[src/rtl/cdt_pkg.sv]
package cdt_pkg;

    localparam int ADDR_W  = 8;
    localparam int DATA_W  = 32;
    localparam int NUM_RL  = 3;

    // register index inside a channel window (address bits 3:2)
    localparam logic [1:0] REG_LOAD  = 2'd0;
    localparam logic [1:0] REG_COUNT = 2'd1;
    localparam logic [1:0] REG_CTRL  = 2'd2;
    localparam logic [1:0] REG_CLEAR = 2'd3;

    // window index (address bits 6:5) used by the free counter
    localparam logic [1:0] FR_IDX    = 2'd3;
    localparam logic [1:0] FR_LOW    = 2'd0;
    localparam logic [1:0] FR_HIGH   = 2'd1;

    // control bit positions
    localparam int CTL_EN    = 7;
    localparam int CTL_PER   = 6;
    localparam int CTL_SLOW  = 3;
    localparam int FR_RUN_BIT = 8;

    typedef struct packed {
        logic en;
        logic per;
        logic slow;
    } rl_ctl_t;

    typedef enum logic {
        RL_HALT = 1'b0,
        RL_RUN  = 1'b1
    } rl_state_e;

    typedef enum logic {
        FR_STOP = 1'b0,
        FR_RUN  = 1'b1
    } fr_state_e;

    function automatic int rl_width(input int idx, input int narrow_w, input int wide_w);
        return (idx == NUM_RL - 1) ? wide_w : narrow_w;
    endfunction

endpackage

[src/rtl/cdt_reload_timer.sv]
module cdt_reload_timer
    import cdt_pkg::*;
#(
    parameter int W = 16
) (
    input  logic         clk,
    input  logic         rst_n,
    input  logic         slow_tick,
    input  logic         fast_tick,
    input  logic         ld_wr,
    input  logic [W-1:0] ld_data,
    input  logic         ctl_wr,
    input  rl_ctl_t      ctl_data,
    input  logic         clr_wr,
    output logic [W-1:0] load_q,
    output logic [W-1:0] cnt_q,
    output rl_ctl_t      ctl_q,
    output logic         irq,
    output logic         uf,
    output logic         running
);

    rl_state_e state_q, state_d;
    logic      per_q;
    logic      slow_q;
    logic      tick;

    // state register
    always_ff @(posedge clk or negedge rst_n) begin
        if (!rst_n) state_q <= RL_HALT;
        else        state_q <= state_d;
    end

    // next state: start / stop
    always_comb begin
        state_d = state_q;
        unique case (state_q)
            RL_HALT: if (ctl_wr &&  ctl_data.en) state_d = RL_RUN;
            RL_RUN:  if (ctl_wr && !ctl_data.en) state_d = RL_HALT;
        endcase
    end

    assign running = (state_q == RL_RUN);
    assign tick    = running && (slow_q ? slow_tick : fast_tick);
    assign uf      = tick && (cnt_q == '0);
    assign ctl_q   = '{en: running, per: per_q, slow: slow_q};

    always_ff @(posedge clk or negedge rst_n) begin
        if (!rst_n) begin
            per_q  <= 1'b0;
            slow_q <= 1'b0;
        end else if (ctl_wr) begin
            per_q  <= ctl_data.per;
            slow_q <= ctl_data.slow;
        end
    end

    always_ff @(posedge clk or negedge rst_n) begin
        if (!rst_n)     load_q <= '0;
        else if (ld_wr) load_q <= ld_data;
    end

    always_ff @(posedge clk or negedge rst_n) begin
        if (!rst_n) begin
            cnt_q <= '0;
        end else if (tick) begin
            if (uf) cnt_q <= per_q ? load_q : '1;
            else    cnt_q <= cnt_q - 1'b1;
        end else if (ld_wr && !running) begin
            cnt_q <= ld_data;
        end
    end

    // output process: sticky interrupt, underflow has priority
    always_ff @(posedge clk or negedge rst_n) begin
        if (!rst_n)      irq <= 1'b0;
        else if (uf)     irq <= 1'b1;
        else if (clr_wr) irq <= 1'b0;
    end

endmodule

[src/rtl/cdt_freerun.sv]
module cdt_freerun
    import cdt_pkg::*;
#(
    parameter int W = 40
) (
    input  logic         clk,
    input  logic         rst_n,
    input  logic         fast_tick,
    input  logic         hi_wr,
    input  logic         hi_run,
    output logic [W-1:0] cnt_q,
    output logic         running
);

    fr_state_e state_q, state_d;

    always_ff @(posedge clk or negedge rst_n) begin
        if (!rst_n) state_q <= FR_STOP;
        else        state_q <= state_d;
    end

    // arm / disarm
    always_comb begin
        state_d = state_q;
        unique case (state_q)
            FR_STOP: if (hi_wr &&  hi_run) state_d = FR_RUN;
            FR_RUN:  if (hi_wr && !hi_run) state_d = FR_STOP;
        endcase
    end

    assign running = (state_q == FR_RUN);

    always_ff @(posedge clk or negedge rst_n) begin
        if (!rst_n)                     cnt_q <= '0;
        else if (running && fast_tick)  cnt_q <= cnt_q + 1'b1;
    end

endmodule

[src/rtl/cdt_unit.sv]
module cdt_unit
    import cdt_pkg::*;
#(
    parameter int NARROW_W = 16,
    parameter int WIDE_W   = 32,
    parameter int FREE_W   = 40
) (
    input  logic              clk,
    input  logic              rst_n,
    input  logic              slow_tick,
    input  logic              fast_tick,
    input  logic              wr_en,
    input  logic [ADDR_W-1:0] wr_addr,
    input  logic [DATA_W-1:0] wr_data,
    input  logic [ADDR_W-1:0] rd_addr,
    output logic [DATA_W-1:0] rd_data,
    output logic [NUM_RL-1:0] irq
);

    localparam int HI_W = FREE_W - DATA_W;

    logic                           wr_ok;
    logic [1:0]                     wr_idx;
    logic [1:0]                     wr_reg;
    logic                           rd_ok;
    logic [1:0]                     rd_idx;
    logic [1:0]                     rd_reg;

    logic [NUM_RL-1:0]              uf_vec;
    logic [NUM_RL-1:0]              run_vec;
    logic [NUM_RL-1:0]              ld_wr_vec;
    logic [NUM_RL-1:0]              ctl_wr_vec;
    logic [NUM_RL-1:0]              clr_wr_vec;
    logic [NUM_RL-1:0][DATA_W-1:0]  load_pk;
    logic [NUM_RL-1:0][DATA_W-1:0]  cnt_pk;
    logic [NUM_RL-1:0][2:0]         ctl_pk;

    rl_ctl_t                        ctl_wdata;
    logic                           fr_hi_wr;
    logic [FREE_W-1:0]              fr_cnt;
    logic                           fr_run;

    assign wr_ok  = wr_en && !wr_addr[7] && !wr_addr[4] && (wr_addr[1:0] == 2'b00);
    assign wr_idx = wr_addr[6:5];
    assign wr_reg = wr_addr[3:2];
    assign ctl_wdata = '{en: wr_data[CTL_EN], per: wr_data[CTL_PER], slow: wr_data[CTL_SLOW]};
    assign fr_hi_wr  = wr_ok && (wr_idx == FR_IDX) && (wr_reg == FR_HIGH);

    for (genvar g = 0; g < NUM_RL; g++) begin : g_rl
        localparam int CW = rl_width(g, NARROW_W, WIDE_W);
        logic [CW-1:0] load_q;
        logic [CW-1:0] cnt_q;
        rl_ctl_t       ctl_q;
        logic          hit;

        assign hit            = wr_ok && (wr_idx == 2'(g));
        assign ld_wr_vec[g]   = hit && (wr_reg == REG_LOAD);
        assign ctl_wr_vec[g]  = hit && (wr_reg == REG_CTRL);
        assign clr_wr_vec[g]  = hit && (wr_reg == REG_CLEAR);

        cdt_reload_timer #(.W(CW)) u_rl (
            .clk       (clk),
            .rst_n     (rst_n),
            .slow_tick (slow_tick),
            .fast_tick (fast_tick),
            .ld_wr     (ld_wr_vec[g]),
            .ld_data   (wr_data[CW-1:0]),
            .ctl_wr    (ctl_wr_vec[g]),
            .ctl_data  (ctl_wdata),
            .clr_wr    (clr_wr_vec[g]),
            .load_q    (load_q),
            .cnt_q     (cnt_q),
            .ctl_q     (ctl_q),
            .irq       (irq[g]),
            .uf        (uf_vec[g]),
            .running   (run_vec[g])
        );

        assign load_pk[g] = DATA_W'(load_q);
        assign cnt_pk[g]  = DATA_W'(cnt_q);
        assign ctl_pk[g]  = ctl_q;
    end

    cdt_freerun #(.W(FREE_W)) u_fr (
        .clk       (clk),
        .rst_n     (rst_n),
        .fast_tick (fast_tick),
        .hi_wr     (fr_hi_wr),
        .hi_run    (wr_data[FR_RUN_BIT]),
        .cnt_q     (fr_cnt),
        .running   (fr_run)
    );

    assign rd_ok  = !rd_addr[7] && !rd_addr[4] && (rd_addr[1:0] == 2'b00);
    assign rd_idx = rd_addr[6:5];
    assign rd_reg = rd_addr[3:2];

    always_comb begin
        rd_data = '0;
        if (rd_ok) begin
            if (rd_idx == FR_IDX) begin
                if (rd_reg == FR_LOW) begin
                    rd_data = fr_cnt[DATA_W-1:0];
                end else if (rd_reg == FR_HIGH) begin
                    rd_data[HI_W-1:0]  = fr_cnt[FREE_W-1:DATA_W];
                    rd_data[FR_RUN_BIT] = fr_run;
                end
            end else begin
                unique case (rd_reg)
                    REG_LOAD:  rd_data = load_pk[rd_idx];
                    REG_COUNT: rd_data = cnt_pk[rd_idx];
                    REG_CTRL: begin
                        rd_data[CTL_EN]   = ctl_pk[rd_idx][2];
                        rd_data[CTL_PER]  = ctl_pk[rd_idx][1];
                        rd_data[CTL_SLOW] = ctl_pk[rd_idx][0];
                    end
                    REG_CLEAR: rd_data = '0;
                endcase
            end
        end
    end

endmodule

[config.mk]
export PLATFORM = sky130hd
export DESIGN_NAME = cdt_unit
export DESIGN_NICKNAME = d
export VERILOG_FILES = /design/src/rtl/cdt_pkg.sv /design/src/rtl/cdt_reload_timer.sv /design/src/rtl/cdt_freerun.sv /design/src/rtl/cdt_unit.sv
export SDC_FILE = /design/constraint.sdc
export NUM_CORES = 1
export LEC_CHECK = 0
export BUFFER_PORTS_ARGS = -buffer_cell sky130_fd_sc_hd__buf_4
export CELL_PAD_IN_SITES_DETAIL_PLACEMENT = 1
export CELL_PAD_IN_SITES_GLOBAL_PLACEMENT = 1
export CORE_ASPECT_RATIO = 0.75
export CORE_MARGIN = 1.5
export CORE_UTILIZATION = 48
export DETAILED_ROUTE_END_ITERATION = 8
export MAX_ROUTING_LAYER = met4
export PLACE_DENSITY_LB_ADDON = 0.05
export SKIP_LAST_GASP = 1
export SYNTH_ARGS = -nofsm -noshare
export SYNTH_HDL_FRONTEND = slang
export SYNTH_HIERARCHICAL = 1
export SYNTH_SLANG_ARGS = --single-unit
[constraint.sdc]
create_clock -name clk -period 3.7 [get_ports clk]
set_clock_uncertainty 0.1 [all_clocks]
set_input_delay 0.185 -clock clk [delete_from_list [all_inputs] [get_ports clk]]
set_output_delay 0.185 -clock clk [all_outputs]
set_load 0.01 [all_outputs]
======== Yosys cells after proc, flatten, opt, wreduce, memory -nomap -nowiden ========
Index checks and enable logic that the tools add are counted.
storage, ports and cells
  register bits ........................... 181
  output and inout bits ................... 35
  word-level logic and storage cells ...... 148
cells by class
  add/subtract/negate cells ............... 4
  $lt $le $gt $ge ......................... 1
  eq/ne operators ......................... 10
  multiplexer cells ....................... 49
  bitwise operators ....................... 4
  reduce and logical (&&, ||, !) cells .... 60
operators with widths
  operator               count
  $mux 32                8
  $bmux 32 s2            2
  $mux 16                8
  $pmux 24 s2            1
  $add 40x1->40 const B  1
  $logic_and 1x1->1      37
  $logic_not 16->1       2
  $logic_not 32->1       1
  $sub 16x1->16 const B  2
  $sub 32x1->32 const B  1
  $mux 23                1
  $mux 9                 2
  $mux 1                 17
  $eq 2x2->1 const B     7
  $reduce_bool 2->1      6
  $logic_not 2->1        5
  $logic_not 1->1        9
  $pmux 1 s2             4
  $pmux 2 s4             1
  $bmux 3 s2             1
  $eq 2x1->1 const B     3
  $pmux 3 s2             1
  $not 1->1              4
  $pmux 1 s4             1
  3 further kinds        3

======== Logic depth before layout (Yosys ltp) ========
  word-level depth ........................ 9
  gate-level depth with buffers ........... 12
  depth with buffers taken out ............ 9

======== Cells and area by module ========
Netlist, hierarchy kept.
modules (own cells, without submodules)
  module                                instances  cells each  area an instance (um^2)
  cdt_reload_timer at g_rl[0].u_rl ...  2          204         2,067.0
  cdt_reload_timer at g_rl[2].u_rl      1          384         3,744.8
  cdt_freerun                           1          162         1,910.6
  cdt_unit                              1          218         1,725.4

======== Worst setup path before layout ========
Ideal clock, no wire load.
  path kind ............................... reg2reg
  start ................................... reg g_rl[2].u_rl.cnt_q[17]
  end ..................................... reg g_rl[2].u_rl.cnt_q[22]
  library setup time ...................... 0.126 ns
  arrival ................................. 2.866 ns
  data required time ...................... 3.474 ns
  slack ................................... 0.608 ns
  cell stages (with the launch flop) ...... 8
  buffers on the path ..................... 2
  period minus slack after synthesis ...... 3.092 ns
  path through ............................ dfrtp_1 > or4_4 > or4_4 > buf_6 > or4_1 > buf_2 > or3_1 > a221o_1
between the ends
  longest elaborated chain between the ends .. 4
RTL lines
  element                                                RTL line                RTL
  from (decl)                                            cdt_reload_timer.sv:16  output logic [W-1:0] cnt_q,
  from (signal assigned)                                 cdt_reload_timer.sv:67  if (uf) cnt_q <= per_q ? load_q : '1;
  from (signal assigned)                                 cdt_reload_timer.sv:68  else cnt_q <= cnt_q - 1'b1;
  from (signal assigned)                                 cdt_reload_timer.sv:70  cnt_q <= ld_data;
  branches (longest 2 deep; another with $sub 32x1->32)  -
  $mux 32 (*)                                            cdt_reload_timer.sv:67
  $mux 32 (*)                                            cdt_reload_timer.sv:66  end else if (tick) begin
Every way passes the cells marked *.
A chain may end at the register's enable or synchronous reset.

======== Worst setup path in the final report ========
Ends and elaborated chain as after synthesis.

==> impl_results.html <==
<table>
<tr><th>Metric</th><th>Value</th></tr>
<tr><th colspan="2">Power and ir drop</th></tr>
<tr><td>Fraction of power consumed by the clock network</td><td>roughly 31%</td></tr>
<tr><td>Leakage power total</td><td>5.75 nW</td></tr>
<tr><td>Final Total Pwr</td><td>6.34 mW</td></tr>
<tr><td>Power density normalized to cell area</td><td>477 nW/um^2</td></tr>
<tr><td>Combinational cell fraction of total power</td><td>about a quarter</td></tr>
<tr><td>Fraction of power spent switching nets</td><td>between 30 and 40%</td></tr>
<tr><td>Sequential share of power</td><td>between 40% and 50%</td></tr>
<tr><td>Peak supply drop</td><td>0.000368 V</td></tr>
<tr><td>Internal Pwr Total</td><td>4.10 mW</td></tr>
<tr><td>Switching power</td><td>around 2.2 mW</td></tr>
<tr><th colspan="2">Final layout</th></tr>
<tr><td>Number of fill cells</td><td>2,573</td></tr>
<tr><td>Leading cell type in the layout, fill and taps excluded</td><td>dfrtp_1</td></tr>
<tr><td>Filler-free cell count of the finished design</td><td>about 1,600</td></tr>
<tr><td># nets final</td><td>approximately 1,300</td></tr>
<tr><td>Most frequent cells in the layout</td><td>dfrtp_1, buf_4, nand2_1</td></tr>
<tr><td>Area overhead of the layout relative to synthesis</td><td>15.5%</td></tr>
<tr><td>Fraction of final layout cells sized beyond drive strength 1</td><td>about a quarter</td></tr>
<tr><td>Number of diodes</td><td>0</td></tr>
<tr><th colspan="2">Worst setup path</th></tr>
<tr><td>CP startpoint kind</td><td>flop</td></tr>
<tr><td>WS Path Type</td><td>flop to flop</td></tr>
<tr><td>CP max FO</td><td>12</td></tr>
<tr><td>Endpoint class of the critical path</td><td>flop</td></tr>
<tr><td>Data required time at the worst endpoint</td><td>roughly 3900 ps</td></tr>
<tr><td>Arrival @ worst endpoint</td><td>between 3000 and 4000 ps</td></tr>
<tr><th colspan="2">Route</th></tr>
<tr><td>Via count</td><td>between 10,000 and 15,000</td></tr>
<tr><td>Final ANT Viol Nets</td><td>0</td></tr>
<tr><td>Routed vias/inst</td><td>around 6.5</td></tr>
<tr><td>Remaining routing DRC violations</td><td>0</td></tr>
<tr><td>Wire length per cell after detailed routing</td><td>between 20 and 30 um</td></tr>
<tr><td>Final wirelength</td><td>about 41,000 um</td></tr>
<tr><td>DRT iter0 DRCs</td><td>1,132</td></tr>
<tr><td>DR pass1 iterations</td><td>5</td></tr>
<tr><th colspan="2">Worst hold path</th></tr>
<tr><td>Path type of the worst min-delay path</td><td>input port to flop</td></tr>
<tr><th colspan="2">Floorplan</th></tr>
<tr><td>Die Area</td><td>approximately 25,000 um^2</td></tr>
<tr><td>Number of placement rows</td><td>48</td></tr>
<tr><td>Starting Density</td><td>49.5%</td></tr>
<tr><td>Total core area</td><td>about 23,000 um^2</td></tr>
<tr><td>Die Y</td><td>137 um</td></tr>
<tr><td>Die span in x</td><td>~180 um</td></tr>
<tr><td>Ports placed on the boundary</td><td>88</td></tr>
<tr><th colspan="2">CTS</th></tr>
<tr><td>Worst-skew pair later-pin latency</td><td>approximately 440 ps</td></tr>
<tr><td>Clock H-tree levels</td><td>4</td></tr>
<tr><td>Inserted Clock Buffers</td><td>17</td></tr>
<tr><td>CTS Root Cell</td><td>clkbuf_16</td></tr>
<tr><td>Clock tree from TritonCTS</td><td>done</td></tr>
<tr><td>Max Root-Sink Buffers</td><td>2</td></tr>
<tr><td>Clock sink count</td><td>about 180</td></tr>
<tr><td>Post-CTS Setup Bufs</td><td>0</td></tr>
<tr><td>Worst-path clk slew</td><td>roughly 70 ps</td></tr>
<tr><th colspan="2">Placement</th></tr>
<tr><td>Setup Slack @ Placement</td><td>around 470 ps</td></tr>
<tr><td># placed instances</td><td>1,506</td></tr>
<tr><td>Gpl congestion</td><td>0.884</td></tr>
<tr><td>HPWL Detailed</td><td>29,300 um</td></tr>
<tr><td>Count of buffers from port buffering</td><td>87</td></tr>
<tr><th colspan="2">STA</th></tr>
<tr><td>Min Hold Slack</td><td>approximately 35 ps</td></tr>
<tr><td>TNS Setup</td><td>0 ps</td></tr>
<tr><td>Setup WS post-layout</td><td>between 300 and 400 ps</td></tr>
<tr><td>Max-Slew Margin vs Limit</td><td>about a quarter</td></tr>
<tr><td>Post-route fraction of the period consumed by the critical path</td><td>between 80% and 90%</td></tr>
<tr><td>FMAX</td><td>approximately 300 MHz</td></tr>
<tr><td>Fin. max-slew vios</td><td>0</td></tr>
<tr><td>Unrepaired setup endpoints after global routing</td><td>no</td></tr>
<tr><td>Post-route minimum period</td><td>3310 ps</td></tr>
<tr><td>Number of failing setup endpoints in the final timing report</td><td>0</td></tr>
<tr><td>Actual slew at the worst max-slew pin</td><td>approximately 1100 ps</td></tr>
<tr><td>Final number of hold-violating endpoints</td><td>0</td></tr>
<tr><th colspan="2">GRT</th></tr>
<tr><td>Via count of the first global-routing pass</td><td>10,100</td></tr>
<tr><td>Overall overflow remaining after global route</td><td>0</td></tr>
<tr><td>Wire length of the first global-routing pass</td><td>just over 60,000 um</td></tr>
<tr><td>Total routing resource utilization after global routing</td><td>about a third</td></tr>
<tr><td>Pin count of the biggest net entering global routing</td><td>80</td></tr>
<tr><td>Antenna violations before repair</td><td>2</td></tr>
<tr><th colspan="2">Run status</th></tr>
<tr><td>Status</td><td>complete, no violations</td></tr>
<tr><th colspan="2">Flow run</th></tr>
<tr><td>Max-Cap Viols</td><td>0</td></tr>
<tr><th colspan="2">Synth</th></tr>
<tr><td>Number of instances in the synthesized netlist</td><td>around 1,200</td></tr>
<tr><td>Total number of yosys warnings</td><td>6</td></tr>
<tr><td>Avg Inst Size Synth</td><td>about 9.8 um^2</td></tr>
<tr><td>Post-Synthesis Cell Area</td><td>~11,000 um^2</td></tr>
<tr><td>Synth Net Count</td><td>about 1,200</td></tr>
</table>
power groups by stage:
stage / Sequential, mW / Combinational [mW] / Clock [mW]
CTS: 2.68 / 1.64 / 1.99
floorplan: 2.53 / 1.16 / 0
detailed placement: 2.72 / 1.58 / 0
finish: 2.70 / 1.67 / 1.97
global placement: 2.70 / 1.54 / 0
global route: 2.74 / 1.82 / 2.06
critical path: stages, from the launching register on:
cell,delay [ps]
dfrtp_1,470
or4_4,580
or4_4,620
or4_1,590
buf_4,200
or3_1,310
a221o_1,320
flip-flops by register name (all words and copies together), names as in the netlist, named ones only:
name,count
g_rl.u_rl/cnt_q,64
g_rl.u_rl/load_q,64
u_fr/cnt_q,40
g_rl.u_rl/irq,3
g_rl.u_rl/per_q,3
g_rl.u_rl/slow_q,3
through the flow:
stage	utilization, %	cell area (um^2)
CTS	57.2	13300
floorplan	-	11500
global placement	53.2	12400
global route	57.2	13300
finish	57.2	13300
detailed placement	53.2	12400
final cells by class:
| type | instances | area (um^2) | area share (%) |
|---|---|---|---|
| clock buffer | 21 | 470 | 3.54 |
| tap | 300 | 375 | 2.83 |
| inverter | 14 | 52.6 | 0.396 |
| clock inverter | 11 | 149 | 1.12 |
| timing repair buffer | 143 | 1170 | 8.81 |
| sequential | 181 | 4530 | 34.1 |
| multi-input combinational | 899 | 6540 | 49.2 |
repair_timing:
action                     in CTS  in global routing
resized for setup               0                  0
setup endpoints to repair       0                  0
hold endpoints to repair      145                  0
hold buffers                   31                  0
metal layers:
metal	track usage [%]	part of all wire [%]	vias to the layer above
met5	-	0	-
met1	52.3	49	5340
met3	7.50	7.8	30
met4	8.61	1.6	0
met2	46.9	42	383
li1	-	-	4502
path summary, 6_finish.rpt:
kind | start | end | slack (ps) | cells after the start
worst max-delay path | g_rl[2].u_rl/cnt_q[17] | g_rl[2].u_rl/cnt_q[22] | 390 | 6
worst min-delay path | wr_data[4] | g_rl[1].u_rl/load_q[4] | 40 | 2
worst max register to register | g_rl[2].u_rl/cnt_q[17] | g_rl[2].u_rl/cnt_q[22] | 390 | 6
worst min register to register | u_fr/cnt_q[39] | u_fr/cnt_q[39] | 410 | 1
max in group asynchronous | rst_n | u_fr/cnt_q[37] | 2380 | 3
min in group asynchronous | rst_n | g_rl[0].u_rl/cnt_q[9] | 230 | 2
No activity file was read; power rests on OpenSTA's default activity.
